$ cat src/rtl/evt_burst_pkg.sv
package evt_burst_pkg;

  localparam int unsigned CNT_W = 6;

  typedef enum logic [1:0] {
    THR_1  = 2'b00,
    THR_4  = 2'b01,
    THR_16 = 2'b10,
    THR_32 = 2'b11
  } thr_sel_e;

  function automatic logic [CNT_W-1:0] thr_target(thr_sel_e s);
    case (s)
      THR_1:   thr_target = CNT_W'(1);
      THR_4:   thr_target = CNT_W'(4);
      THR_16:  thr_target = CNT_W'(16);
      default: thr_target = CNT_W'(32);
    endcase
  endfunction

endpackage

$ cat src/rtl/evt_debounce.sv
module evt_debounce #(
  parameter int unsigned SYNC_STAGES = 2,
  parameter int unsigned DEB_TICKS   = 4
) (
  input  logic clk,
  input  logic rst_n,
  input  logic tick,
  input  logic run_en,
  input  logic raw_in,
  output logic evt_q
);
  localparam int unsigned DW = $clog2(DEB_TICKS + 1);

  logic [SYNC_STAGES-1:0] sync_r;
  logic                   sync_q;

  generate
    for (genvar i = 0; i < SYNC_STAGES; i++) begin : g_sync
      if (i == 0) begin : g_first
        always_ff @(posedge clk or negedge rst_n)
          if (!rst_n) sync_r[0] <= 1'b0;
          else        sync_r[0] <= raw_in;
      end else begin : g_next
        always_ff @(posedge clk or negedge rst_n)
          if (!rst_n) sync_r[i] <= 1'b0;
          else        sync_r[i] <= sync_r[i-1];
      end
    end
  endgenerate

  assign sync_q = sync_r[SYNC_STAGES-1];

  logic          cand;
  logic          lvl;
  logic [DW-1:0] stab_cnt;
  logic          run_tick;
  logic          settled;

  assign run_tick = tick & run_en;
  assign settled  = (sync_q == cand) && (stab_cnt == DW'(DEB_TICKS - 1));
  assign evt_q    = run_tick && settled && cand && !lvl;

  always_ff @(posedge clk or negedge rst_n) begin
    if (!rst_n) begin
      cand     <= 1'b0;
      lvl      <= 1'b0;
      stab_cnt <= '0;
    end else if (run_tick) begin
      if (sync_q != cand) begin
        cand     <= sync_q;
        stab_cnt <= '0;
      end else if (stab_cnt != DW'(DEB_TICKS - 1)) begin
        stab_cnt <= stab_cnt + DW'(1);
      end else begin
        lvl <= cand;
      end
    end
  end

endmodule

$ cat src/rtl/evt_window_timer.sv
module evt_window_timer #(
  parameter int unsigned WIN_TICKS = 8192
) (
  input  logic clk,
  input  logic rst_n,
  input  logic tick,
  input  logic run_en,
  input  logic start,
  input  logic stop,
  output logic win_open,
  output logic expire
);
  localparam int unsigned WW = $clog2(WIN_TICKS + 1);

  logic [WW-1:0] age;

  assign expire = win_open && tick && run_en && (age == WW'(WIN_TICKS - 1));

  always_ff @(posedge clk or negedge rst_n) begin
    if (!rst_n) begin
      win_open <= 1'b0;
      age      <= '0;
    end else if (stop) begin
      win_open <= 1'b0;
      age      <= '0;
    end else if (start) begin
      win_open <= 1'b1;
      age      <= '0;
    end else if (expire) begin
      win_open <= 1'b0;
      age      <= '0;
    end else if (win_open && tick && run_en) begin
      age <= age + WW'(1);
    end
  end

endmodule

$ cat src/rtl/evt_burst_count.sv
module evt_burst_count
  import evt_burst_pkg::*;
(
  input  logic             clk,
  input  logic             rst_n,
  input  logic             evt_q,
  input  logic [1:0]       thresh_sel,
  input  logic             win_expire,
  input  logic             flag_clr,
  output logic             win_start,
  output logic             win_stop,
  output logic             thr_hit,
  output logic [CNT_W-1:0] evt_cnt,
  output logic             flag
);
  logic [1:0]       thr_q;
  logic             thr_chg;
  logic [CNT_W-1:0] target;
  logic [CNT_W-1:0] eff_cnt;
  logic [CNT_W-1:0] nxt_cnt;

  assign thr_chg   = (thresh_sel != thr_q);
  assign target    = thr_target(thr_sel_e'(thresh_sel));
  assign eff_cnt   = win_expire ? '0 : evt_cnt;
  assign nxt_cnt   = eff_cnt + CNT_W'(1);
  assign thr_hit   = evt_q && !thr_chg && (nxt_cnt == target);
  assign win_start = evt_q && !thr_chg && !thr_hit && (eff_cnt == '0);
  assign win_stop  = thr_hit || thr_chg;

  always_ff @(posedge clk or negedge rst_n) begin
    if (!rst_n) begin
      thr_q   <= 2'b00;
      evt_cnt <= '0;
    end else begin
      thr_q <= thresh_sel;
      if (thr_chg || thr_hit) evt_cnt <= '0;
      else if (evt_q)         evt_cnt <= nxt_cnt;
      else if (win_expire)    evt_cnt <= '0;
    end
  end

  always_ff @(posedge clk or negedge rst_n) begin
    if (!rst_n)        flag <= 1'b0;
    else if (thr_hit)  flag <= 1'b1;
    else if (flag_clr) flag <= 1'b0;
  end

endmodule

$ cat src/rtl/evt_burst_flag.sv
module evt_burst_flag
  import evt_burst_pkg::*;
#(
  parameter int unsigned SYNC_STAGES = 2,
  parameter int unsigned DEB_TICKS   = 4,
  parameter int unsigned WIN_TICKS   = 8192
) (
  input  logic       clk,
  input  logic       rst_n,
  input  logic       tick,
  input  logic       run_en,
  input  logic       evt_raw,
  input  logic [1:0] thresh_sel,
  input  logic       flag_clr,
  output logic       flag
);
  logic             evt_q;
  logic             win_start;
  logic             win_stop;
  logic             win_open;
  logic             win_expire;
  logic             thr_hit;
  logic [CNT_W-1:0] evt_cnt;

  evt_debounce #(
    .SYNC_STAGES(SYNC_STAGES),
    .DEB_TICKS  (DEB_TICKS)
  ) u_deb (
    .clk   (clk),
    .rst_n (rst_n),
    .tick  (tick),
    .run_en(run_en),
    .raw_in(evt_raw),
    .evt_q (evt_q)
  );

  evt_window_timer #(
    .WIN_TICKS(WIN_TICKS)
  ) u_win (
    .clk     (clk),
    .rst_n   (rst_n),
    .tick    (tick),
    .run_en  (run_en),
    .start   (win_start),
    .stop    (win_stop),
    .win_open(win_open),
    .expire  (win_expire)
  );

  evt_burst_count u_cnt (
    .clk       (clk),
    .rst_n     (rst_n),
    .evt_q     (evt_q),
    .thresh_sel(thresh_sel),
    .win_expire(win_expire),
    .flag_clr  (flag_clr),
    .win_start (win_start),
    .win_stop  (win_stop),
    .thr_hit   (thr_hit),
    .evt_cnt   (evt_cnt),
    .flag      (flag)
  );

endmodule

$ cat config.mk
export PLATFORM = sky130hd
export DESIGN_NAME = evt_burst_flag
export DESIGN_NICKNAME = d
export VERILOG_FILES = /design/src/rtl/evt_burst_pkg.sv /design/src/rtl/evt_debounce.sv /design/src/rtl/evt_window_timer.sv /design/src/rtl/evt_burst_count.sv /design/src/rtl/evt_burst_flag.sv
export SDC_FILE = /design/constraint.sdc
export NUM_CORES = 1
export LEC_CHECK = 0
export BUFFER_PORTS_ARGS = -buffer_cell sky130_fd_sc_hd__buf_4
export CAP_MARGIN = 20
export CORE_ASPECT_RATIO = 1.75
export CORE_MARGIN = 2
export CORE_UTILIZATION = 39
export DETAILED_ROUTE_END_ITERATION = 6
export HOLD_SLACK_MARGIN = 0.12
export PLACE_DENSITY_LB_ADDON = 0.1
export SETUP_SLACK_MARGIN = 0.1
export SYNTH_ARGS = -nofsm -noshare
export SYNTH_HDL_FRONTEND = slang
export SYNTH_SLANG_ARGS = --single-unit
$ cat constraint.sdc
create_clock -name clk -period 2.7 [get_ports clk]
set_input_delay 0.135 -clock clk [delete_from_list [all_inputs] [get_ports clk]]
set_output_delay 0.135 -clock clk [all_outputs]
set_load 0.1 [all_outputs]
Word-level counts from Yosys, hierarchy flattened. Index checks and enable logic that the tools add are counted.

Output and inout bits: 1. Register bits after elaboration: 31. Logic and storage cells: 64. Bits of input ports: 8.

Muxes and demuxes: 15. Add/subtract/negate cells: 3. Equality and inequality tests: 9. Bitwise operators: 3. Reductions and logical operators: 24.

Operator list (count): 2-to-1 mux 14 bit (4); 2-to-1 mux 6 bit (3); case mux 6 bit (3 select lines) (1); adder 14 x 1 -> 14 bit, second input constant (1); == test 14 x 13 -> 1 bit, second input constant (1); logical AND 1 bit (11); adder 6 x 1 -> 6 bit, second input constant (1); == test 6 bit (1); logical NOT 6 bit (1); 2-to-1 mux 3 bit (2); 2-to-1 mux 1 bit (5); AND reduction 2 bit (2); nonzero test 2 bit (2); nonzero test 4 bit (1); adder 3 x 1 -> 3 bit, second input constant (1); == test 3 x 2 -> 1 bit, second input constant (1); logical NOT 1 bit (3); inequality test 3 x 2 -> 1 bit, second input constant (1); AND reduction 3 bit (1); nonzero test 3 bit (1); == test 2 x 1 -> 1 bit, second input constant (1); == test 2 bit, second input constant (1); logical NOT 2 bit (1); inequality test 2 bit (1); other kinds (5) (6).

Logic depth before layout (Yosys ltp).
Depth after elaboration: 12. Depth in mapped cells: 10. Depth with buffers taken out: 9.

By module. A second synthesis with hierarchy kept.

Cell total of the unflattened synthesis: 193. Area total of the unflattened synthesis: 1865.5 µm².

By module, submodules not included: evt_window_timer (instances 1, cells an instance 85, area each 839.6 µm², seq. area each 375.4 µm²); evt_burst_count (instances 1, cells an instance 80, area each 693.2 µm², seq. area each 225.2 µm²); evt_debounce (instances 1, cells an instance 28, area each 332.8 µm², seq. area each 175.2 µm²).

Least setup slack after synthesis. No wires, ideal clock.

Kind: register -> register. Start point: register u_win.age[0]. End point: register u_win.age[0]. Arrival: 2302 ps. Clock period less this slack: 2436 ps. Cell stages (with the launch flop): 11. Setup time: 133 ps. Data required time: 2567 ps. Slack: 264 ps. Buffers on the path: 1. Cell sequence: dfrtp_1 -> ha_1 -> nand3_1 -> nor4_4 -> nand2_1 -> nand2_1 -> ha_1 -> a21o_1 -> nor4_4 -> buf_6 -> nor3_1.

Word-level cells in the longest chain between the ends: 11. Elaborated cells between the ends (all ways): 17. Classes of those cells: add/sub: 2; eq/ne: 2; mux: 5; reduce/logical: 8.

RTL lines: start: declaration (RTL line evt_window_timer.sv:15) `logic [WW-1:0] age;`; start signal: assignment (RTL line evt_window_timer.sv:33) `age <= age + WW'(1);`; == test 14 x 13 -> 1 bit (RTL line evt_window_timer.sv:17) `assign expire = win_open && tick && run_en && (age == WW'(WIN_TICKS - 1));`; logical AND 1 bit (RTL line evt_window_timer.sv:17); 2-to-1 mux 6 bit (RTL line evt_burst_count.sv:24) `assign eff_cnt = win_expire ? '0 : evt_cnt;`; adder 6 x 1 -> 6 bit (RTL line evt_burst_count.sv:25) `assign nxt_cnt = eff_cnt + CNT_W'(1);`; == test 6 bit (RTL line evt_burst_count.sv:26) `assign thr_hit = evt_q && !thr_chg && (nxt_cnt == target);`; logical AND 1 bit (RTL line evt_burst_count.sv:26); logical NOT 1 bit (RTL line evt_burst_count.sv:27) `assign win_start = evt_q && !thr_chg && !thr_hit && (eff_cnt == '0);`; logical AND 1 bit (2 in series) (RTL line evt_burst_count.sv:27); 2-to-1 mux 14 bit (RTL line evt_window_timer.sv:26) `end else if (start) begin`; 2-to-1 mux 14 bit (RTL line evt_window_timer.sv:23) `end else if (stop) begin`.

Several ways; a longest one is shown, not always the timed one. The select of a mux whose other input is x is not followed. A chain may end at the register's enable or synchronous reset.

Worst setup path in the final report.
Start point: register u_win.age[0]. End point: register u_win.age[8].

Same word-level chain as after synthesis.

==> out/qor.yml <==
r2r-start: "u_win.age[0]"
ant_nets: 0
antenna_found_initial: 0
grt_pass1_wl_um: 6560
cts_tree: "built"
finalWirelength_um: 3860
grt_start_max_net_pins: 32
syn_area_um2: 1750
path_depth: 9
worst_slew_pin_slew_ns: 0.460
critPathKind: "register to register"
start_kind: "register"
place_hpwl_um: 2850
rows: 32
ys_ff_latch: 31
grt_pass1_vias: 1477
synth_common_cells: "31 x dfrtp_1, 22 x nor3_1, 20 x nand2_1, 9 x nor2_1"
maxCapViolations: 0
port_buffers: 8
reg2reg_depth: 9
syn_area_per_cell_um2: 9.50
grtUsageTotal: 0.177
cp_max_fo: 15
finalInstanceArea_um2: 2000
p_per_area_nw_per_um2: 472
min_period_ns: 2.38
slew_headroom: 0.691
p_leak_uw: 0.000835
startpoint: "u_win.age[0]"
crit_path_top_delay_cell: "dfrtp_1"
arrival_ns: 2.53
r2r_slack_ns: 0.32
first_pass_iters: 4
yosysWarnings: 0
clock_latency_ns: 0.28
cts_buffers: 5
drive_gt1_frac: 0.138
synthTopCellsByArea: "dfrtp_1 44%, nor3_1 6.3%, nand2_1 4.3%, xor2_1 4.0%, xnor2_1 3.0%"
holdCritPathClass: "primary input to register"
synth-edff-count: 0
slew_violations: 0
hold_viol_final: 0
synth_nets: 196
setup_viol: 0
finalNetCount: 214
ys_types: 44
critPathTopFamily: "simple AND/OR/NAND/NOR gates"
vias_per_cell: 5.53
cts.sinks: 31
grt_setup_unrepaired: "false"
async_flop_share: 1.00
grt-ovfl-total: 0
cts.clk_slew.worst_paths_ns: 0.07
setup_tns_ns: 0
wire_per_inst_um: 15.2
clockBufferDepth: 2
antenna_cells: 0
die_y_um: 92.6
slowest_delay_ns: 0.40
path_cells: "ha_1, nand3_1, nor4_4, a21bo_2, ha_1, a21o_1, nor4_4, buf_4, nor3_1"
critPathBufInv: 1
synth_top_area_cell: "dfrtp_1"
cp-end-kind: "register"
clock_skew_ns: 0.00340
cts_resized: 0
synth_ff_type: "dfrtp_1"
drt_iter0_markers: 19
htreeDepth: 2
clockRootBuffer: "clkbuf_8"
dieArea_um2: 5050
required_ns: 2.85
status: "finished clean"
nFillCells: 408
syn_to_final_growth_pct: 14.3
gp_congestion: 0.796
ioPinCount: 9
seq_area_frac_synth: 0.444
die_x_um: 54.6
ir_drop_v: 0.000347
drc: 0
syn_inst: 184
r2r-end: "u_win.age[8]"
final-seq-area_um2: 776
fin_crit_sh: 0.881
multi_input_area_um2: 910
endpoint: "u_win.age[8]"
max_freq_mhz: 420
num_vias: 1405
post_dp_cell_area_um2: 1870
core_area_um2: 4360
start_util: 0.401
synth.most_common_cell: "dfrtp_1"
synth_top_area_share: 0.444
worst min-delay path: stages:
cell and delay (ns):
buf_4 0.11, inv_1 0.05, a32o_1 0.12
power breakdown:
part | total [uW] | internal (uW) | leakage (uW) | switching (uW)
Sequential | 494 | 483 | 0.000414 | 11.3
Combinational | 95.8 | 38.8 | 0.000379 | 57.0
Clock | 352 | 181 | 0.0000422 | 172
Total | 943 | 703 | 0.000835 | 240
state kept, by name, summed over array words and instances, names as in the netlist:
| signal | count |
|---|---|
| u_cnt.evt_cnt | 6 |
| u_cnt.flag | 1 |
| u_cnt.thr_q | 2 |
| u_deb.cand | 1 |
| u_deb.lvl | 1 |
| u_deb.stab_cnt | 3 |
| u_deb.sync_q | 1 |
| u_deb.sync_r | 1 |
| u_win.age | 14 |
| u_win.win_open | 1 |
through the flow:
stage / utilization / setup WS (ns) / power (uW) / hold slack, ns / std cells
after global routing: 0.458 / 0.135 / 984 / 0.194 / 254
after detailed placement: 0.428 / 0.280 / 597 / 0.0932 / 241
final: 0.458 / 0.322 / 943 / 0.171 / 254
after global placement: 0.428 / 0.353 / 592 / 0.0845 / 241
after CTS: 0.456 / 0.253 / 954 / 0.177 / 253
after floorplan: - / 0.264 / 560 / -0.161 / 184
cells in the final DEF, fill, tap and decap left out, types with 2 or more instances in the layout:
master / instances
xor2_1: 8
nor2_1: 9
and3_1: 4
dlygate4sd3_1: 4
dfrtp_1: 31
o32ai_1: 3
and2_1: 5
nand4_1: 5
inv_1: 8
nand3_1: 8
nor3_1: 22
clkbuf_1: 2
a21oi_1: 8
nand3b_1: 2
xnor2_1: 6
nand2_1: 20
and3b_1: 2
mux2i_1: 2
buf_4: 13
clkbuf_8: 5
o22ai_1: 2
ha_1: 4
o21ai_0: 3
nor4_4: 2
nor4_1: 4
a211oi_1: 2
final cells by class:
type	instances	share of cell area
Clock inverter	1	0.00250
Tap cell	51	0.0319
Multi-Input combinational cell	139	0.455
Inverter	8	0.0150
Clock buffer	7	0.0382
Timing Repair Buffer	17	0.0689
Sequential cell	31	0.388
metal layers:
metal | GRT usage | vias up | wire, um
met5 | 0 | - | 0
met4 | 0.0875 | 0 | 102
met3 | 0.0274 | 8 | 66
met2 | 0.311 | 15 | 2190
met1 | 0.194 | 680 | 1500
li1 | - | 702 | -
what timing repair did:
| action | 4_1_cts | 5_1_grt |
|---|---|---|
| hold endpoints to repair | 34 | 0 |
| buffers inserted | 0 | 1 |
| endpoints found under the setup margin | 0 | 15 |
| hold buffers | 4 | 0 |
cell families (layout without fill, tap and decap cells):
family          Yosys count  in the layout  share of synthesized area
simple gates             88             88                      0.280
flops                    31             31                      0.444
compound gates           30             30                      0.124
xor+xnor                 14             14                     0.0702
buf+inv                  14             33                     0.0358
fa+ha+maj                 4              4                     0.0286
mux                       3              3                     0.0179
worst min path at each step:
stage | end | depth (start not counted) | slack (ns) | start
4_1_cts | u_cnt.flag | 3 | 0.18 | flag_clr
5_1_grt | u_cnt.flag | 3 | 0.19 | flag_clr
6_report | u_cnt.flag | 3 | 0.17 | flag_clr
3_3_place_gp | u_deb.stab_cnt[2] | 1 | 0.08 | rst_n
2_1_floorplan | u_cnt.evt_cnt[0] | 0 | -0.16 | rst_n
3_5_place_dp | u_deb.stab_cnt[2] | 1 | 0.09 | rst_n
(Power assumes the default switching activity.)
